--- src/rtl/frx_pkg.sv ---
// Package: shared constants and types for the framed link receiver.
// Assumes the sequence field sits in the low 16 bits of its word and the
// received CRC in the low 32 bits of the eop word.
package frx_pkg;
    localparam int CRC_WIDTH = 32;
    localparam int SEQ_WIDTH = 16;
    localparam int BCNT_WIDTH = SEQ_WIDTH - 1;

    // Receive phase: waiting for a frame, waiting for its sequence word,
    // or inside the sequence/payload region.
    typedef enum logic [1:0] {
        ST_IDLE = 2'd0,
        ST_SEQ  = 2'd1,
        ST_BODY = 2'd2
    } frx_state_e;
endpackage

--- src/rtl/frx_crc_step.sv ---
// Module: one CRC update over a whole data word, MSB first, non-reflected.
// Assumes POLY is given in normal (non-reversed) form.
module frx_crc_step #(
    parameter int DATA_W = 32,
    parameter int CRC_W = 32,
    parameter logic [CRC_W-1:0] POLY = 32'h04C11DB7
) (
    input  logic [CRC_W-1:0]  crc_in,
    input  logic [DATA_W-1:0] data,
    output logic [CRC_W-1:0]  crc_out
);
    // Shift every data bit through the LFSR, highest bit first.
    always_comb begin
        logic [CRC_W-1:0] c;
        logic fb;
        c = crc_in;
        for (int i = DATA_W - 1; i >= 0; i--) begin
            fb = c[CRC_W-1] ^ data[i];
            c = {c[CRC_W-2:0], 1'b0} ^ (fb ? POLY : '0);
        end
        crc_out = c;
    end
endmodule

--- src/rtl/frx_seq_decode.sv ---
// Module: splits the sequence field into sync flag and block count.
// It loads on the strobe from the frame FSM (the output sop beat) and holds
// its value otherwise.
module frx_seq_decode
    import frx_pkg::*;
(
    input  logic                  clk,
    input  logic                  rst_n,
    input  logic                  load,
    input  logic [SEQ_WIDTH-1:0]  seq_word,
    output logic                  sync,
    output logic [BCNT_WIDTH-1:0] bcnt
);
    // Capture the decoded fields on the load strobe.
    always_ff @(posedge clk) begin
        if (!rst_n) begin
            sync <= 1'b0;
            bcnt <= '0;
        end else if (load) begin
            sync <= seq_word[SEQ_WIDTH-1];
            bcnt <= seq_word[BCNT_WIDTH-1:0];
        end
    end


    seq_hold_chk: assert property (@(posedge clk) disable iff (!rst_n)
        !load |=> ($stable(sync) && $stable(bcnt)));
endmodule

--- src/rtl/frx_frame_fsm.sv ---
// Module: frame parser for the receiver.
// It strips the start marker, keeps one word back so that the word before
// the CRC can carry eop, accumulates the CRC over the sequence and payload
// words, counts payload words against MIN_DATA, and registers the output beat.
// Assumes DATA_W >= 32 and MIN_DATA >= 1.
module frx_frame_fsm
    import frx_pkg::*;
#(
    parameter int DATA_W = 32,
    parameter int MIN_DATA = 1,
    parameter logic [CRC_WIDTH-1:0] CRC_INIT = 32'hFFFFFFFF
) (
    input  logic                  clk,
    input  logic                  rst_n,
    input  logic                  in_valid,
    input  logic                  in_sop,
    input  logic                  in_eop,
    input  logic [DATA_W-1:0]     in_data,
    input  logic [CRC_WIDTH-1:0]  crc_next,
    output logic [CRC_WIDTH-1:0]  crc_state,
    output logic                  seq_load,
    output logic [SEQ_WIDTH-1:0]  seq_word,
    output logic                  out_valid,
    output logic                  out_sop,
    output logic                  out_eop,
    output logic [DATA_W-1:0]     out_data,
    output logic                  out_crc_ok
);
    localparam int CNT_W = $clog2(MIN_DATA + 1);
    localparam logic [CNT_W-1:0] CNT_MIN = CNT_W'(MIN_DATA);

    frx_state_e        state_q, state_n;
    logic [DATA_W-1:0] held_q, held_n;
    logic              hv_q, hv_n;
    logic              first_q, first_n;
    logic [CRC_WIDTH-1:0] crc_q, crc_n;
    logic [CNT_W-1:0]  cnt_q, cnt_n;

    logic              emit, e_sop, e_eop, e_ok;
    logic [DATA_W-1:0] e_data;

    assign crc_state = crc_q;
    assign seq_word  = held_q[SEQ_WIDTH-1:0];
    assign seq_load  = emit & e_sop & hv_q;

    // Next-state and output-beat selection for one accepted input word.
    always_comb begin
        state_n = state_q;
        held_n  = held_q;
        hv_n    = hv_q;
        first_n = first_q;
        crc_n   = crc_q;
        cnt_n   = cnt_q;
        emit    = 1'b0;
        e_sop   = 1'b0;
        e_eop   = 1'b0;
        e_ok    = 1'b0;
        e_data  = '0;
        if (in_valid) begin
            if (in_sop) begin
                if (hv_q) begin
                    emit   = 1'b1;
                    e_sop  = first_q;
                    e_eop  = 1'b1;
                    e_data = held_q;
                end else if (in_eop) begin
                    emit  = 1'b1;
                    e_sop = 1'b1;
                    e_eop = 1'b1;
                end
                hv_n    = 1'b0;
                first_n = 1'b0;
                crc_n   = CRC_INIT;
                cnt_n   = '0;
                state_n = in_eop ? ST_IDLE : ST_SEQ;
            end else begin
                case (state_q)
                    ST_SEQ: begin
                        if (in_eop) begin
                            emit    = 1'b1;
                            e_sop   = 1'b1;
                            e_eop   = 1'b1;
                            state_n = ST_IDLE;
                        end else begin
                            held_n  = in_data;
                            hv_n    = 1'b1;
                            first_n = 1'b1;
                            crc_n   = crc_next;
                            state_n = ST_BODY;
                        end
                    end
                    ST_BODY: begin
                        emit   = 1'b1;
                        e_sop  = first_q;
                        e_data = held_q;
                        if (in_eop) begin
                            e_eop   = 1'b1;
                            e_ok    = (crc_q == in_data[CRC_WIDTH-1:0]) && (cnt_q >= CNT_MIN);
                            hv_n    = 1'b0;
                            first_n = 1'b0;
                            state_n = ST_IDLE;
                        end else begin
                            held_n  = in_data;
                            first_n = 1'b0;
                            crc_n   = crc_next;
                            if (cnt_q < CNT_MIN) cnt_n = cnt_q + CNT_W'(1);
                        end
                    end
                    default: ;
                endcase
            end
        end
    end

    // Register the parser state and the output beat.
    always_ff @(posedge clk) begin
        if (!rst_n) begin
            state_q    <= ST_IDLE;
            held_q     <= '0;
            hv_q       <= 1'b0;
            first_q    <= 1'b0;
            crc_q      <= CRC_INIT;
            cnt_q      <= '0;
            out_valid  <= 1'b0;
            out_sop    <= 1'b0;
            out_eop    <= 1'b0;
            out_data   <= '0;
            out_crc_ok <= 1'b0;
        end else begin
            state_q    <= state_n;
            held_q     <= held_n;
            hv_q       <= hv_n;
            first_q    <= first_n;
            crc_q      <= crc_n;
            cnt_q      <= cnt_n;
            out_valid  <= emit;
            out_sop    <= e_sop;
            out_eop    <= e_eop;
            out_data   <= e_data;
            out_crc_ok <= e_ok;
        end
    end


    crc_ok_on_eop_chk: assert property (@(posedge clk) disable iff (!rst_n)
        out_crc_ok |-> (out_valid && out_eop));


    short_frame_chk: assert property (@(posedge clk) disable iff (!rst_n)
        (out_valid && out_crc_ok) |-> ($past(cnt_q) >= CNT_MIN));


    idle_quiet_chk: assert property (@(posedge clk) disable iff (!rst_n)
        (state_q == ST_IDLE && !(in_valid && in_sop)) |=> !out_valid);


    beat_needs_input_chk: assert property (@(posedge clk) disable iff (!rst_n)
        out_valid |-> $past(in_valid));
endmodule

--- src/rtl/frx_link_rx.sv ---
// Module: top of the framed link receiver.
// It ties together the frame parser, the per-word CRC update and the
// sequence decoder. The output beat trails the input by one word.
module frx_link_rx
    import frx_pkg::*;
#(
    parameter int DATA_W = 32,
    parameter int MIN_DATA = 1,
    parameter logic [CRC_WIDTH-1:0] CRC_POLY = 32'h04C11DB7,
    parameter logic [CRC_WIDTH-1:0] CRC_INIT = 32'hFFFFFFFF
) (
    input  logic                  clk,
    input  logic                  rst_n,
    input  logic                  in_valid,
    input  logic                  in_sop,
    input  logic                  in_eop,
    input  logic [DATA_W-1:0]     in_data,
    output logic                  out_valid,
    output logic                  out_sop,
    output logic                  out_eop,
    output logic [DATA_W-1:0]     out_data,
    output logic                  out_crc_ok,
    output logic                  out_sync,
    output logic [BCNT_WIDTH-1:0] out_bcnt
);
    logic [CRC_WIDTH-1:0] crc_state, crc_next;
    logic                 seq_load;
    logic [SEQ_WIDTH-1:0] seq_word;

    frx_crc_step #(
        .DATA_W (DATA_W),
        .CRC_W  (CRC_WIDTH),
        .POLY   (CRC_POLY)
    ) u_crc (
        .crc_in  (crc_state),
        .data    (in_data),
        .crc_out (crc_next)
    );

    frx_frame_fsm #(
        .DATA_W   (DATA_W),
        .MIN_DATA (MIN_DATA),
        .CRC_INIT (CRC_INIT)
    ) u_fsm (
        .clk        (clk),
        .rst_n      (rst_n),
        .in_valid   (in_valid),
        .in_sop     (in_sop),
        .in_eop     (in_eop),
        .in_data    (in_data),
        .crc_next   (crc_next),
        .crc_state  (crc_state),
        .seq_load   (seq_load),
        .seq_word   (seq_word),
        .out_valid  (out_valid),
        .out_sop    (out_sop),
        .out_eop    (out_eop),
        .out_data   (out_data),
        .out_crc_ok (out_crc_ok)
    );

    frx_seq_decode u_seq (
        .clk      (clk),
        .rst_n    (rst_n),
        .load     (seq_load),
        .seq_word (seq_word),
        .sync     (out_sync),
        .bcnt     (out_bcnt)
    );
endmodule

--- config.mk ---
export PLATFORM = sky130hd
export DESIGN_NAME = frx_link_rx
export DESIGN_NICKNAME = d
export VERILOG_FILES = /design/src/rtl/frx_pkg.sv /design/src/rtl/frx_crc_step.sv /design/src/rtl/frx_seq_decode.sv /design/src/rtl/frx_frame_fsm.sv /design/src/rtl/frx_link_rx.sv
export SDC_FILE = /design/constraint.sdc
export NUM_CORES = 1
export LEC_CHECK = 0
export BUFFER_PORTS_ARGS = -buffer_cell sky130_fd_sc_hd__buf_2
export CAP_MARGIN = 20
export CORE_ASPECT_RATIO = 0.7
export CORE_MARGIN = 2
export CORE_UTILIZATION = 35
export DETAILED_ROUTE_END_ITERATION = 8
export SYNTH_ARGS = -nofsm -noshare
export SYNTH_HDL_FRONTEND = slang
export SYNTH_SLANG_ARGS = --single-unit
--- constraint.sdc ---
create_clock -name clk -period 4.3 [get_ports clk]
set_clock_uncertainty 0.05 [all_clocks]
set_input_delay 0.215 -clock clk [delete_from_list [all_inputs] [get_ports clk]]
set_output_delay 0.215 -clock clk [all_outputs]
set_load 0.01 [all_outputs]
==> results of run 1 <==
## per-layer routing
metal / part of all wire [%] / GRT usage (%) / up-vias
met5: 0 / 0 / -
met4: 0.57 / 3.306 / 0
met3: 7.5 / 4.714 / 13
met2: 41 / 25.11 / 170
met1: 51 / 27.59 / 2412
li1: - / - / 2465
## cell usage after synthesis (5+ instances only)
library cell	number	share of area, %
xnor2_2	8	1.8
a21oi_1	5	0.34
xnor3_2	12	3.9
dfxtp_1	121	33
nor2b_1	19	1.6
a21boi_0	35	3.6
xnor2_1	150	18
nand2_1	85	4.4
xnor3_1	35	11
nand4_1	9	0.77
xor2_1	34	4.1
o22ai_1	10	0.85
o21ai_0	8	0.55
o22a_1	16	1.9
nor2_1	10	0.51
and2_1	33	2.8
mux2i_1	17	2.3
xor2_2	8	1.8
clkbuf_1	25	1.3
## cell usage in the layout, fill, tap and decap left out, types with 2 or more instances in the layout
master,count
a21boi_0,35
a21oi_1,5
a31oi_1,4
and2_1,33
buf_2,88
buf_4,28
bufinv_16,3
clkbuf_16,17
clkinv_2,3
clkinv_4,3
clkinvlp_4,2
dfxtp_1,121
ha_1,4
inv_1,4
inv_6,4
mux2i_1,17
nand2_1,85
nand4_1,9
nor2_1,9
nor2b_1,19
o21ai_0,8
o22a_1,16
o22ai_1,10
or3_1,2
or4_1,2
xnor2_1,150
xnor2_2,8
xnor2_4,4
xnor3_1,35
xnor3_2,12
xor2_1,34
xor2_2,8
xor3_1,2
## sequential cells by signal (all words and copies together) (netlist names)
register	count
u_fsm.cnt_q	1
u_fsm.crc_state	32
u_fsm.first_q	1
u_fsm.held_q	32
u_fsm.hv_q	1
u_fsm.out_crc_ok	1
u_fsm.out_data	32
u_fsm.out_eop	1
u_fsm.out_sop	1
u_fsm.out_valid	1
u_fsm.state_q	2
u_seq.bcnt	15
u_seq.sync	1
## cell type report
class | count | area (sq um) | share of cell area, %
multi-input combinational | 524 | 4776 | 54.06
timing repair buffer | 117 | 665.6 | 7.534
sequential | 121 | 2422 | 27.42
clock inverter | 14 | 172.7 | 1.954
tap | 276 | 345.3 | 3.909
inverter | 6 | 27.53 | 0.3116
clock buffer | 17 | 425.4 | 4.815
## critical path, cell delays in order, from the launching register on
cell     delay (ns)
dfxtp_1        0.43
xor2_4         0.36
inv_6          0.08
xnor3_2        0.49
xnor3_2        0.51
xnor3_2        0.48
xor3_4         0.59
xor2_2         0.23
xnor2_1        0.46
o22a_1         0.19
## final timing paths
| kind | from | to | slack [ns] | cells past startpoint |
|---|---|---|---|---|
| max | u_fsm.crc_state[26]$_SDFFE_PN1P_ | u_fsm.crc_state[28]$_SDFFE_PN1P_ | 0.37 | 9 |
| min | in_data[16] | u_fsm.held_q[16]$_SDFFE_PN0P_ | 0.02 | 3 |
| max reg2reg | u_fsm.crc_state[26]$_SDFFE_PN1P_ | u_fsm.crc_state[28]$_SDFFE_PN1P_ | 0.37 | 9 |
| min reg2reg | u_fsm.held_q[22]$_SDFFE_PN0P_ | u_fsm.out_data[22]$_SDFF_PN0_ | 0.40 | 1 |
## cells by family after synthesis
family | count (synthesis)
AOI/OAI and AO/OA | 83
adders and majority gates | 4
DFF | 121
xor gates and xnor gates | 255
muxes | 17
buffers and inverters | 32
and+or+nand+nor | 165
## metrics by stage
stage | setup slack (ns) | instances | util (%)
3_5_place_dp | 0.4220 | 1043 | 39.82
4_1_cts | 0.4107 | 1074 | 42.72
5_1_grt | 0.2230 | 1075 | 42.79
6_report | 0.3696 | 1075 | 42.79
2_1_floorplan | 0.6438 | 677 | -
3_3_place_gp | 0.5092 | 1043 | 39.82
==> out/qor.yml, run 1 <==
initial_core_util_pct: 35.46
syn-num-nets: 718
fin_tns_setup_ns: 0
yosysWarningCount: 0
muxShareOfSynthArea_pct: 2.324
ios: 89
netlist_area_sq_um: 7321
grt_overflow_total: 0
synth_edf_count: 0
synth_compound_area_share_pct: 8.187
crit_type: "reg -> reg"
cts_resized: 0
maxCapViolCount: 0
antenna_found_initial: 0
die_area_sq_um: 22110
worst_pin_slew_ns: 0.9168
fmax_ghz: 0.2544
ys_seq_area_share_pct: 33.09
worstSkewPairLatency_ns: 0.41
detail-route-antenna-nets: 0
clockBufferDepth: 2
placed_area_sq_um: 8222
syn_to_final_growth_pct: 20.68
cp_max_fo: 7
die_h_um: 125
via_per_inst: 4.707
cp_data_required_time_ns: 4.60
fillCellCount: 1990
period_needed_ns: 3.930
cts_buffers: 17
status: "finished clean"
period_share_pct: 91.41
finalNetCount: 828
h-tree-depth: 4
drive_above_1_share_pct: 23.15
start_kind: "flop"
post_cts_buffers: 0
die_x_um: 176.9
maxSlewViolCount: 0
detailroute.via_count: 5060
grt_pass1_wl_mm: 29.97
cts_tree: "yes"
core_area_sq_um: 20640
grt_max_degree: 55
cts_hold_buf: 0
setup_violations: 0
wirelength_mm: 19.44
cp-end-kind: "flop"
min_path_type: "in -> reg"
wl_per_cell_um: 18.09
clkTransAtPathRegs_ns: 0.06
grt_pass1_vias: 5023
synth_cell_types: 41
syn_inst: 677
diodes: 0
design_area_sq_um: 8835
ys_ff_latch: 121
synth-simple-area-share_pct: 10.87
whs_ns: 0.02381
rows: 44
avgSynthCellArea_sq_um: 10.81
critPathArrivalTime_ns: 4.24
root_buffer: "clkbuf_16"
hold_violations: 0
hpwl_mm: 14.95
grtUsageTotal_pct: 17.93
ys.flop_type: "dfxtp_1"
synthAdderAreaFrac_pct: 0.6836
synthArstFlopShare_pct: 0
first_pass_iters: 4
gp_congestion: 0.9177
cts.sinks: 121
synth_top_family_by_area: "XOR/XNOR gates"
io_buffers: 88
drt_iter0_markers: 307
synth_xor_area_share_pct: 43.14
rsz0062_at_grt: "false"
slew_headroom_pct: 38.73
drc: 0
Power of run 1 is not shown: default switching activity piles up to over one toggle a cycle in this logic, so the estimate is an artifact.
==> run 2: changes to the inputs <==
- CELL_PAD_IN_SITES_DETAIL_PLACEMENT: unset -> 1
- CELL_PAD_IN_SITES_GLOBAL_PLACEMENT: unset -> 2
- PLACE_DENSITY_LB_ADDON: unset -> 0.1
==> run 2 against run 1 <==
- first-iteration DRC count shrank 8.8%
- final cell count grew 0.37%
- maximum frequency shrank 0.98%
- highest routed layer unchanged
==> out/qor.yml, run 2 (synthesis results as in run 1) <==
syn_to_final_growth_pct: 21.60
cp_cell_sequence: "xor2_2, inv_1, xnor3_2, xor2_2, xnor3_2, xor2_2, xor2_2, buf_4, xnor2_1, xnor3_1, o22a_1"
grt_max_degree: 46
finalNetCount: 831
wl_per_cell_um: 20.71
critPathMaxStageDelay_ns: 0.54
critPathArrivalTime_ns: 4.22
clkTransAtPathRegs_ns: 0.06
cts.sinks: 121
layout_commonest_cell: "xnor2_1"
min_path_type: "in -> reg"
cts_tree: "yes"
fillCellCount: 2296
layout_common_cells: "xnor2_1, dfxtp_1, buf_2"
whs_ns: 0.02488
cts_buffers: 17
rsz0062_at_grt: "false"
clockBufferDepth: 2
h-tree-depth: 4
maxSlewViolCount: 0
wirelength_mm: 22.35
hpwl_mm: 17.15
drive_above_1_share_pct: 23.66
rows: 44
initial_core_util_pct: 35.46
multiInputGateArea_sq_um: 4778
crit_type: "reg -> reg"
gp_congestion: 0.9214
fmax_ghz: 0.2519
cp-end-kind: "flop"
setup_violations: 0
grt_overflow_total: 0
ios: 89
worstSkewPairLatency_ns: 0.42
drc: 0
slew_headroom_pct: 30.32
crit_top_cell: "xor2_2"
ff2ff_setup_slack_ns: 0.33
period_share_pct: 92.31
grtUsageTotal_pct: 21.19
root_buffer: "clkbuf_16"
hold_violations: 0
cp_data_required_time_ns: 4.55
worst_pin_slew_ns: 1.043
core_area_sq_um: 20640
detailroute.via_count: 5191
period_needed_ns: 3.969
drt_iter0_markers: 280
die_area_sq_um: 22110
io_buffers: 88
cts_resized: 0
fin_tns_setup_ns: 0
start_kind: "flop"
register_area_sq_um: 2422
grt_pass1_wl_mm: 34.42
die_x_um: 176.9
detail-route-antenna-nets: 0
antenna_found_initial: 0
cts_hold_buf: 0
cp_max_fo: 5
diodes: 0
die_h_um: 125
status: "finished clean"
first_pass_iters: 4
post_cts_buffers: 0
maxCapViolCount: 0
slowest_stage: "xnor3_2"
grt_pass1_vias: 5466
via_per_inst: 4.811
run 2: changes by cell type in the layout (fill, tap and decap cells not counted):
cell      change
clkinv_4      +1
nor2_2        +1
clkbuf_8      +2
buf_4         +2
clkinv_2      -1
buf_16        +1
nor2_1        -1
inv_6         -1
run 2: routing by layer:
metal | up-vias | share of wire (%) | GRT usage, %
met5 | - | 0 | 0
met4 | 0 | 0.90 | 4.667
met1 | 2566 | 49 | 30.17
met2 | 139 | 44 | 31.76
li1 | 2467 | - | -
met3 | 19 | 6.5 | 6.235
run 2: worst paths after layout:
| check | start | end | cells after the start |
|---|---|---|---|
| worst max-delay path | u_fsm.crc_state[28]$_SDFFE_PN1P_ | u_fsm.crc_state[14]$_SDFFE_PN1P_ | 11 |
| worst min-delay path | in_data[17] | u_fsm.held_q[17]$_SDFFE_PN0P_ | 3 |
| worst max register to register | u_fsm.crc_state[28]$_SDFFE_PN1P_ | u_fsm.crc_state[14]$_SDFFE_PN1P_ | 11 |
| worst min register to register | u_fsm.held_q[29]$_SDFFE_PN0P_ | u_fsm.out_data[29]$_SDFF_PN0_ | 1 |
run 2: worst max-delay path, delay by kind of cell, from the launching register on:
| family | cells | cell delay [ns] |
|---|---|---|
| AOI/OAI and AO/OA | 1 | 0.16 |
| DFF | 1 | 0.43 |
| buffers and inverters | 2 | 0.35 |
| xor gates and xnor gates | 8 | 2.86 |
run 2: stage by stage:
| step | std cells | setup WS, ns | cell area (sq um) | utilization (%) |
|---|---|---|---|---|
| global route | 1079 | 0.1463 | 8902 | 43.12 |
| detailed placement | 1046 | 0.3448 | 8267 | 40.04 |
| finish | 1079 | 0.3308 | 8902 | 43.12 |
| global placement | 1045 | 0.4956 | 8239 | 39.91 |
| floorplan | 677 | 0.6438 | 7321 | - |
| CTS | 1078 | 0.3182 | 8887 | 43.05 |
run 2: final cells by class:
| cell class | instances | area share (%) |
|---|---|---|
| multi-input cells | 524 | 53.68 |
| clock buffers | 19 | 5.088 |
| flip-flops and latches | 121 | 27.21 |
| inverters | 6 | 0.3092 |
| clock inverters | 13 | 1.883 |
| repair buffers | 120 | 7.955 |
| well taps | 276 | 3.879 |
Power of run 2 is left out for the same reason.
